[config.mk]
export PLATFORM = sky130hd
export DESIGN_NAME = sram_async_ctrl
export DESIGN_NICKNAME = d
export VERILOG_FILES = /design/src/rtl/sram_ctl_pkg.sv /design/src/rtl/sram_phase_timer.sv /design/src/rtl/sram_data_io.sv /design/src/rtl/sram_async_ctrl.sv
export SDC_FILE = /design/constraint.sdc
export NUM_CORES = 1
export LEC_CHECK = 0
export BUFFER_PORTS_ARGS = -buffer_cell sky130_fd_sc_hd__buf_2
export CAP_MARGIN = 20
export CORE_UTILIZATION = 25
export CTS_CLUSTER_DIAMETER = 50
export DETAILED_ROUTE_END_ITERATION = 12
export SETUP_SLACK_MARGIN = 0.5
export SYNTH_ARGS = -nofsm -noshare
export SYNTH_HDL_FRONTEND = slang
export SYNTH_HIERARCHICAL = 1
export SYNTH_SLANG_ARGS = --single-unit
[constraint.sdc]
create_clock -name clk -period 2.2 [get_ports clk]
set_clock_uncertainty 0.2 [all_clocks]
set_input_delay 0.33 -clock clk [delete_from_list [all_inputs] [get_ports clk]]
set_output_delay 0.33 -clock clk [all_outputs]
set_load 0.02 [all_outputs]
[src/rtl/sram_ctl_pkg.sv]
package sram_ctl_pkg;

  typedef enum logic [2:0] {
    ST_IDLE,
    ST_RD_ACC,
    ST_RD_REC,
    ST_WR_PULSE,
    ST_WR_HOLD
  } ctl_state_e;

  // ceiling of t_ns / clk_ns, at least one cycle
  function automatic int unsigned ns_to_cyc(input int unsigned t_ns, input int unsigned clk_ns);
    int unsigned n;
    n = (t_ns + clk_ns - 1) / clk_ns;
    return (n == 0) ? 1 : n;
  endfunction

  function automatic int unsigned umax(input int unsigned a, input int unsigned b);
    return (a > b) ? a : b;
  endfunction

endpackage

[src/rtl/sram_phase_timer.sv]
module sram_phase_timer #(
  parameter int unsigned CW = 4
) (
  input  logic          clk,
  input  logic          rst_n,
  input  logic          load,
  input  logic [CW-1:0] load_val,
  output logic          expired
);

  logic [CW-1:0] cnt;

  always_ff @(posedge clk or negedge rst_n) begin
    if (!rst_n)
      cnt <= '0;
    else if (load)
      cnt <= load_val;
    else if (cnt != '0)
      cnt <= cnt - 1'b1;
  end

  assign expired = (cnt == '0);

endmodule

[src/rtl/sram_data_io.sv]
module sram_data_io #(
  parameter int unsigned DW = 8
) (
  input  logic          clk,
  input  logic          rst_n,
  input  logic          drive_start,
  input  logic          drive_stop,
  input  logic [DW-1:0] wdata,
  input  logic          capture,
  input  logic [DW-1:0] dq_i,
  output logic [DW-1:0] dq_o,
  output logic          dq_oe,
  output logic [DW-1:0] rdata
);

  always_ff @(posedge clk or negedge rst_n) begin
    if (!rst_n) begin
      dq_o  <= '0;
      dq_oe <= 1'b0;
    end else if (drive_start) begin
      dq_o  <= wdata;
      dq_oe <= 1'b1;
    end else if (drive_stop) begin
      dq_oe <= 1'b0;
    end
  end

  always_ff @(posedge clk or negedge rst_n) begin
    if (!rst_n)
      rdata <= '0;
    else if (capture)
      rdata <= dq_i;
  end

endmodule

[src/rtl/sram_async_ctrl.sv]
module sram_async_ctrl
  import sram_ctl_pkg::*;
#(
  parameter int unsigned ADDR_W   = 15,
  parameter int unsigned DATA_W   = 8,
  parameter int unsigned CLK_NS   = 5,
  parameter int unsigned T_AA_NS  = 70,  // address to data valid
  parameter int unsigned T_DOE_NS = 35,  // output enable to data valid
  parameter int unsigned T_HZ_NS  = 25,  // output release after output enable rises
  parameter int unsigned T_PWE_NS = 50,  // write strobe width
  parameter int unsigned T_SCE_NS = 60,  // select low to end of write
  parameter int unsigned T_AW_NS  = 60,  // address valid to end of write
  parameter int unsigned T_SD_NS  = 30,  // data setup to end of write
  parameter int unsigned T_WC_NS  = 70   // write cycle
) (
  input  logic              clk,
  input  logic              rst_n,
  input  logic              req_valid,
  input  logic              req_write,
  input  logic [ADDR_W-1:0] req_addr,
  input  logic [DATA_W-1:0] req_wdata,
  output logic              req_ready,
  output logic              rsp_valid,
  output logic [DATA_W-1:0] rsp_rdata,
  output logic [ADDR_W-1:0] mem_addr,
  output logic              mem_ce_n,
  output logic              mem_oe_n,
  output logic              mem_we_n,
  output logic [DATA_W-1:0] mem_dq_o,
  output logic              mem_dq_oe,
  input  logic [DATA_W-1:0] mem_dq_i
);

  localparam int unsigned P_RD = umax(ns_to_cyc(T_AA_NS, CLK_NS), ns_to_cyc(T_DOE_NS, CLK_NS));
  localparam int unsigned P_HZ = ns_to_cyc(T_HZ_NS, CLK_NS);
  localparam int unsigned P_WP = umax(umax(ns_to_cyc(T_PWE_NS, CLK_NS), ns_to_cyc(T_SCE_NS, CLK_NS)),
                                      umax(ns_to_cyc(T_AW_NS, CLK_NS), ns_to_cyc(T_SD_NS, CLK_NS)));
  localparam int unsigned WC_CYC = ns_to_cyc(T_WC_NS, CLK_NS);
  localparam int unsigned P_WH = (WC_CYC > P_WP + 1) ? (WC_CYC - P_WP) : 1;
  localparam int unsigned P_MAX = umax(umax(P_RD, P_HZ), umax(P_WP, P_WH));
  localparam int unsigned CW = $clog2(P_MAX + 1);

  ctl_state_e state;

  // named events for the checker
  logic          accept;
  logic          phase_done;
  logic          rd_capture;
  logic          wr_strobe_end;
  logic          wr_release;
  logic          tmr_load;
  logic [CW-1:0] tmr_val;
  logic          tmr_expired;

  assign req_ready     = (state == ST_IDLE);
  assign accept        = req_valid && req_ready;
  assign phase_done    = tmr_expired && (state != ST_IDLE);
  assign rd_capture    = (state == ST_RD_ACC)   && phase_done;
  assign wr_strobe_end = (state == ST_WR_PULSE) && phase_done;
  assign wr_release    = (state == ST_WR_HOLD)  && phase_done;

  always_comb begin
    tmr_load = 1'b0;
    tmr_val  = '0;
    if (accept) begin
      tmr_load = 1'b1;
      tmr_val  = req_write ? CW'(P_WP - 1) : CW'(P_RD - 1);
    end else if (rd_capture) begin
      tmr_load = 1'b1;
      tmr_val  = CW'(P_HZ - 1);
    end else if (wr_strobe_end) begin
      tmr_load = 1'b1;
      tmr_val  = CW'(P_WH - 1);
    end
  end

  sram_phase_timer #(.CW(CW)) u_timer (
    .clk      (clk),
    .rst_n    (rst_n),
    .load     (tmr_load),
    .load_val (tmr_val),
    .expired  (tmr_expired)
  );

  sram_data_io #(.DW(DATA_W)) u_io (
    .clk         (clk),
    .rst_n       (rst_n),
    .drive_start (accept && req_write),
    .drive_stop  (wr_release),
    .wdata       (req_wdata),
    .capture     (rd_capture),
    .dq_i        (mem_dq_i),
    .dq_o        (mem_dq_o),
    .dq_oe       (mem_dq_oe),
    .rdata       (rsp_rdata)
  );

  always_ff @(posedge clk or negedge rst_n) begin
    if (!rst_n) begin
      state     <= ST_IDLE;
      mem_addr  <= '0;
      mem_ce_n  <= 1'b1;
      mem_oe_n  <= 1'b1;
      mem_we_n  <= 1'b1;
      rsp_valid <= 1'b0;
    end else begin
      rsp_valid <= 1'b0;
      case (state)
        ST_IDLE: if (accept) begin
          mem_addr <= req_addr;
          mem_ce_n <= 1'b0;
          if (req_write) begin
            mem_we_n <= 1'b0;
            state    <= ST_WR_PULSE;
          end else begin
            mem_oe_n <= 1'b0;
            state    <= ST_RD_ACC;
          end
        end
        ST_RD_ACC: if (rd_capture) begin
          mem_ce_n  <= 1'b1;
          mem_oe_n  <= 1'b1;
          rsp_valid <= 1'b1;
          state     <= ST_RD_REC;
        end
        ST_RD_REC: if (phase_done) state <= ST_IDLE;
        ST_WR_PULSE: if (wr_strobe_end) begin
          mem_we_n <= 1'b1;
          mem_ce_n <= 1'b1;
          state    <= ST_WR_HOLD;
        end
        ST_WR_HOLD: if (wr_release) begin
          rsp_valid <= 1'b1;
          state     <= ST_IDLE;
        end
        default: state <= ST_IDLE;
      endcase
    end
  end

endmodule

Yosys cells after proc, flatten, opt, wreduce, memory -nomap -nowiden
Index checks and enable logic that the tools add are counted.
{"block": "op_classes", "eq_ne": 11, "reduce_logical": 20, "addsub": 1, "mux": 31}
{"operator": "$mux W3", "n": 7}
{"operator": "$mux W1", "n": 15}
{"operator": "$pmux W3 S5", "n": 1}
{"operator": "$mux W4", "n": 3}
{"operator": "$reduce_and A4 Y1", "n": 3}
{"operator": "$ne A2 B2 Y1 const B", "n": 5}
{"operator": "$reduce_bool A2 Y1", "n": 4}
{"operator": "$eq A3 B2 Y1 const B", "n": 2}
{"operator": "$logic_and A1 B1 Y1", "n": 6}
{"operator": "$pmux W1 S2", "n": 3}
{"operator": "$reduce_bool A3 Y1", "n": 2}
{"operator": "$reduce_and A5 Y1", "n": 1}
{"operator": "$logic_not A4 Y1", "n": 1}
{"operator": "$ne A2 B1 Y1 const B", "n": 2}
{"operator": "$reduce_bool A4 Y1", "n": 1}
{"operator": "$sub A4 B1 Y4 const B", "n": 1}
{"operator": "$eq A3 B1 Y1 const B", "n": 1}
{"operator": "$eq A3 B3 Y1 const B", "n": 1}
{"operator": "$logic_not A3 Y1", "n": 1}
{"operator": "$pmux W1 S3", "n": 1}
{"operator": "$mux W2", "n": 1}
{"operator": "$reduce_and A2 Y1", "n": 1}
{"block": "totals", "in_bits": 35, "register_bits": 43}

Longest topological paths before layout
{"block": "depth", "depth_word": 7, "ltp_mapped": 8, "ltp_nobuf": 7}

By module
Netlist, hierarchy kept.
{"module": "sram_async_ctrl", "n_inst": 1, "cells_per_inst": 67, "seq_area_each_um2": 554.3, "area_each_um2": 1008.5}
{"module": "sram_data_io", "n_inst": 1, "cells_per_inst": 37, "seq_area_each_um2": 425.4, "area_each_um2": 700.7}
{"module": "sram_phase_timer", "n_inst": 1, "cells_per_inst": 22, "seq_area_each_um2": 100.1, "area_each_um2": 234.0}

Worst setup path before layout
No wires, ideal clock.
{"block": "synth_path", "kind": "flip-flop to flip-flop", "start": "reg state[2]", "end": "reg u_io.dq_o[0]", "period_less_slack_ns": 2.185, "arrival_ns": 1.860, "stages_incl_launch_ff": 8, "path_slack_ns": 0.015, "t_required_ns": 1.875, "path_buffers": 3, "path_cell_list": "dfrtp_1 -> buf_6 -> or4b_4 -> clkinv_2 -> buf_8 -> and2_1 -> buf_6 -> mux2_4"}
{"block": "synth_via", "elab_chain_cells": 3}
{"item": "start, declared", "line": "sram_async_ctrl.sv:43", "rtl": "ctl_state_e state;"}
{"item": "start signal, assigned", "line": "sram_async_ctrl.sv:100", "rtl": "state <= ST_IDLE;"}
{"item": "start signal, assigned", "line": "sram_async_ctrl.sv:114", "rtl": "state <= ST_WR_PULSE;"}
{"item": "start signal, assigned", "line": "sram_async_ctrl.sv:117", "rtl": "state <= ST_RD_ACC;"}
{"item": "$logic_not A3 Y1", "line": "sram_async_ctrl.sv:55", "rtl": "assign req_ready = (state == ST_IDLE);"}
{"item": "$logic_and A1 B1 Y1", "line": "sram_async_ctrl.sv:56", "rtl": "assign accept = req_valid && req_ready;"}
{"item": "via accept", "line": "sram_async_ctrl.sv:46", "rtl": "logic accept;"}
{"item": "$logic_and A1 B1 Y1", "line": "sram_async_ctrl.sv:88", "rtl": ".drive_start (accept && req_write),"}
{"item": "end signal, assigned", "line": "sram_data_io.sv:21", "rtl": "dq_o <= wdata;"}
{"item": "end, declared", "line": "sram_data_io.sv:11", "rtl": "output logic [DW-1:0] dq_o,"}
The timed path passes the listed nets, and every way through them passes these cells.
A chain may end at the register's enable or synchronous reset.

Worst setup path after layout
{"block": "layout_path", "start": "reg state[1]", "end": "reg u_io.dq_o[2]"}
{"block": "layout_via", "elab_chain_cells": 3}
{"item": "$logic_not A3 Y1", "line": "sram_async_ctrl.sv:55"}
{"item": "$logic_and A1 B1 Y1", "line": "sram_async_ctrl.sv:56"}
{"item": "$logic_and A1 B1 Y1", "line": "sram_async_ctrl.sv:88"}
Every way passes these cells.

==> flow_metrics.tcl <==
set metrics [dict create \
    globalplace.congestion 0.783 \
    die_y_um 90.2 \
    hp-class "in -> reg" \
    drtAntennaViolNets 0 \
    setup_tns_ns 0 \
    ys_warn_count 6 \
    gr-usage-all-layers_pct 10.9 \
    worst_slack_ns 0.258 \
    syn2layout_area_growth_pct 44.6 \
    fin_util_pct 38.1 \
    viasPerCell 4.28 \
    synth_compound_area_share_pct 4.06 \
    status "complete, no violations" \
    wl_um 4490 \
    synthesis.nets 162 \
    rrSetupSlack_ns 0.26 \
    coreArea_sq_um 7370 \
    dr_total_vias 1387 \
    place_ws_ns 0.107 \
    cts_tree "yes" \
    drt-initial-drc-count 42 \
    grt_pass1_vias 1305 \
    tightestPinTransition_ns 0.581 \
    wl_per_cell_um 13.9 \
    cts_buffer_depth 2 \
    drc 0 \
    synth_cell_types 37 \
    slew_viol_final 0 \
    cts_buffers 5 \
    ys_seq_elements 43 \
    finalSetupViolCount 0 \
    finalNonFillerCells 324 \
    worstPathArrival_ns 1.92 \
    synth_top_family_by_area "multiplexers" \
    mostFrequentLayoutCell "buf_2" \
    required_ns 2.18 \
    synth_xor_area_share_pct 0.451 \
    grt_max_degree 26 \
    placed_cells 297 \
    hpwl_um 2790 \
    diodes 0 \
    endpoint_kind "flop" \
    min_period_ns 1.94 \
    finalCritPeriodShare_pct 88.3 \
    cts_root_buf "clkbuf_8" \
    netlist_area_sq_um 1940 \
    fmax_ghz 0.515 \
    synth_mux_area_share_pct 25.6 \
    start_util_pct 26.4 \
    rsz0062_at_grt "yes" \
    synth-adder-area-share_pct 0.644 \
    overflow 0 \
    slew_headroom_pct 61.2 \
    worstSetupPathType "reg -> reg" \
    synth-seq-area-share_pct 55.6 \
    htreeDepth 2 \
    finalNetCount 261 \
    ios 72 \
    antenna_found_initial 0 \
    mostFrequentLayoutCells "70 x buf_2, 40 x dfrtp_1, 32 x mux2_4" \
    first_pass_iters 4 \
    syn_avg_cell_area_sq_um 15.4 \
    grt_pass1_wl_um 6820 \
    ir_drop_uv 446 \
    cts_sinks 43 \
    crit_path_start_kind "flop" \
    die_x_um 90.2 \
    dieArea_sq_um 8130 \
    layout-drive-gt1-share_pct 70.7 \
    io_buffers 71 \
    clk-insertion-delay-late_ns 0.29 \
    cap_violations 0 \
    p_leak_uw 0.00138 \
    clk_pin_slew_worst_paths_ns 0.08 \
    hold_viol 0 \
    power_density_nw_per_um2 1600 \
    yosys.area_share.simple_pct 8.76 \
    row_count 31 \
    synth_cells 126 \
    path_max_fanout 5 \
]
-- Yosys cell counts --
master	instances	area (sq um)
dfrtp_1	40	1000
mux2_4	31	465
inv_1	5	18.8
nand2_1	5	18.8
buf_6	3	33.8
dfstp_2	3	78.8
nor3_1	3	15.0
a211o_1	2	17.5
a21oi_1	2	10.0
and2_1	2	12.5
mux2i_1	2	20.0
nand2b_1	2	12.5
nor3b_1	2	15.0
a21o_2	1	8.76
a221o_1	1	10.0
a31o_2	1	8.76
and3_1	1	6.26
and4bb_2	1	12.5
buf_12	1	20.0
buf_8	1	15.0
clkbuf_1	1	3.75
clkinv_2	1	5.00
ha_1	1	12.5
mux2_2	1	11.3
nand3b_1	1	7.51
nand4b_1	1	8.76
nor2_1	1	3.75
nor2b_1	1	6.26
nor3b_4	1	18.8
o211ai_1	1	7.51
o21ai_0	1	5.00
o21ai_1	1	5.00
o22ai_1	1	6.26
or3b_2	1	8.76
or4b_2	1	10.0
or4b_4	1	13.8
xnor2_1	1	8.76
-- area by class of cell --
| type | count | area, sq um |
|---|---|---|
| Multi-Input combinational cell | 73 | 852 |
| Timing Repair Buffer | 96 | 637 |
| Clock buffer | 6 | 82.6 |
| Sequential cell | 43 | 1080 |
| Tap cell | 99 | 124 |
| Fill cell | 714 | 4560 |
| Inverter | 6 | 30.0 |
| Clock inverter | 1 | 5.00 |
-- critical path, stage by stage, from the launching register on --
cell and delay [ns]:
dfrtp_1 0.41, or4b_4 0.59, inv_8 0.10, and2_4 0.21, mux2_4 0.31
-- repair_timing --
item,4_1_cts,5_1_grt
hold endpoints to repair,22,0
pin swaps,8,10
resized for setup,19,7
endpoints found under the setup margin,41,42
buffers inserted,9,7
hold buffers,1,0
cloned,2,1
-- final timing paths --
check,from,endpoint,cells after the start
max,state[1],u_io/dq_o[2],4
min,req_wdata[0],u_io/dq_o[0],2
max reg2reg,state[1],u_io/dq_o[2],4
min reg2reg,u_io/dq_oe,u_io/dq_oe,1
max in group asynchronous,rst_n,mem_ce_n,3
min in group asynchronous,rst_n,state[2],2
-- metal layers --
layer,global-route usage [%],share of wire [%]
met1,13.6,44
met2,17.7,50
met3,3.47,4.5
met4,3.63,1.3
met5,0,0
-- sequential cells by signal, summed over array words and instances, names as in the netlist --
signal,flops
state,3
mem_we_n,1
mem_oe_n,1
u_io/dq_o,8
rsp_valid,1
u_timer/cnt,4
mem_ce_n,1
u_io/dq_oe,1
mem_addr,15
u_io/rdata,8
-- power by group --
| part | internal, uW | switching [uW] |
|---|---|---|
| Clock | 247 | 261 |
| Sequential | 1210 | 224 |
| Combinational | 1370 | 1200 |
| Total | 2820 | 1680 |
-- cells by family (layout without fill, tap and decap cells) --
group / count (synthesis) / in the layout
xor+xnor: 1 / 1
compound gates: 11 / 11
mux: 34 / 34
buf+inv: 12 / 109
simple gates: 24 / 26
flops: 43 / 43
fa+ha+maj: 1 / 1
-- metrics by stage --
| step | hold slack [ns] | total power (uW) | cell area (sq um) |
|---|---|---|---|
| 2_1_floorplan | -0.166 | 2980 | 1980 |
| 3_3_place_gp | 0.164 | 3500 | 2450 |
| 3_5_place_dp | 0.168 | 3530 | 2450 |
| 4_1_cts | 0.0492 | 4320 | 2690 |
| 5_1_grt | 0.0417 | 4760 | 2810 |
| 6_report | 0.0612 | 4500 | 2810 |
Note: power is estimated with default switching activity, not from simulation.
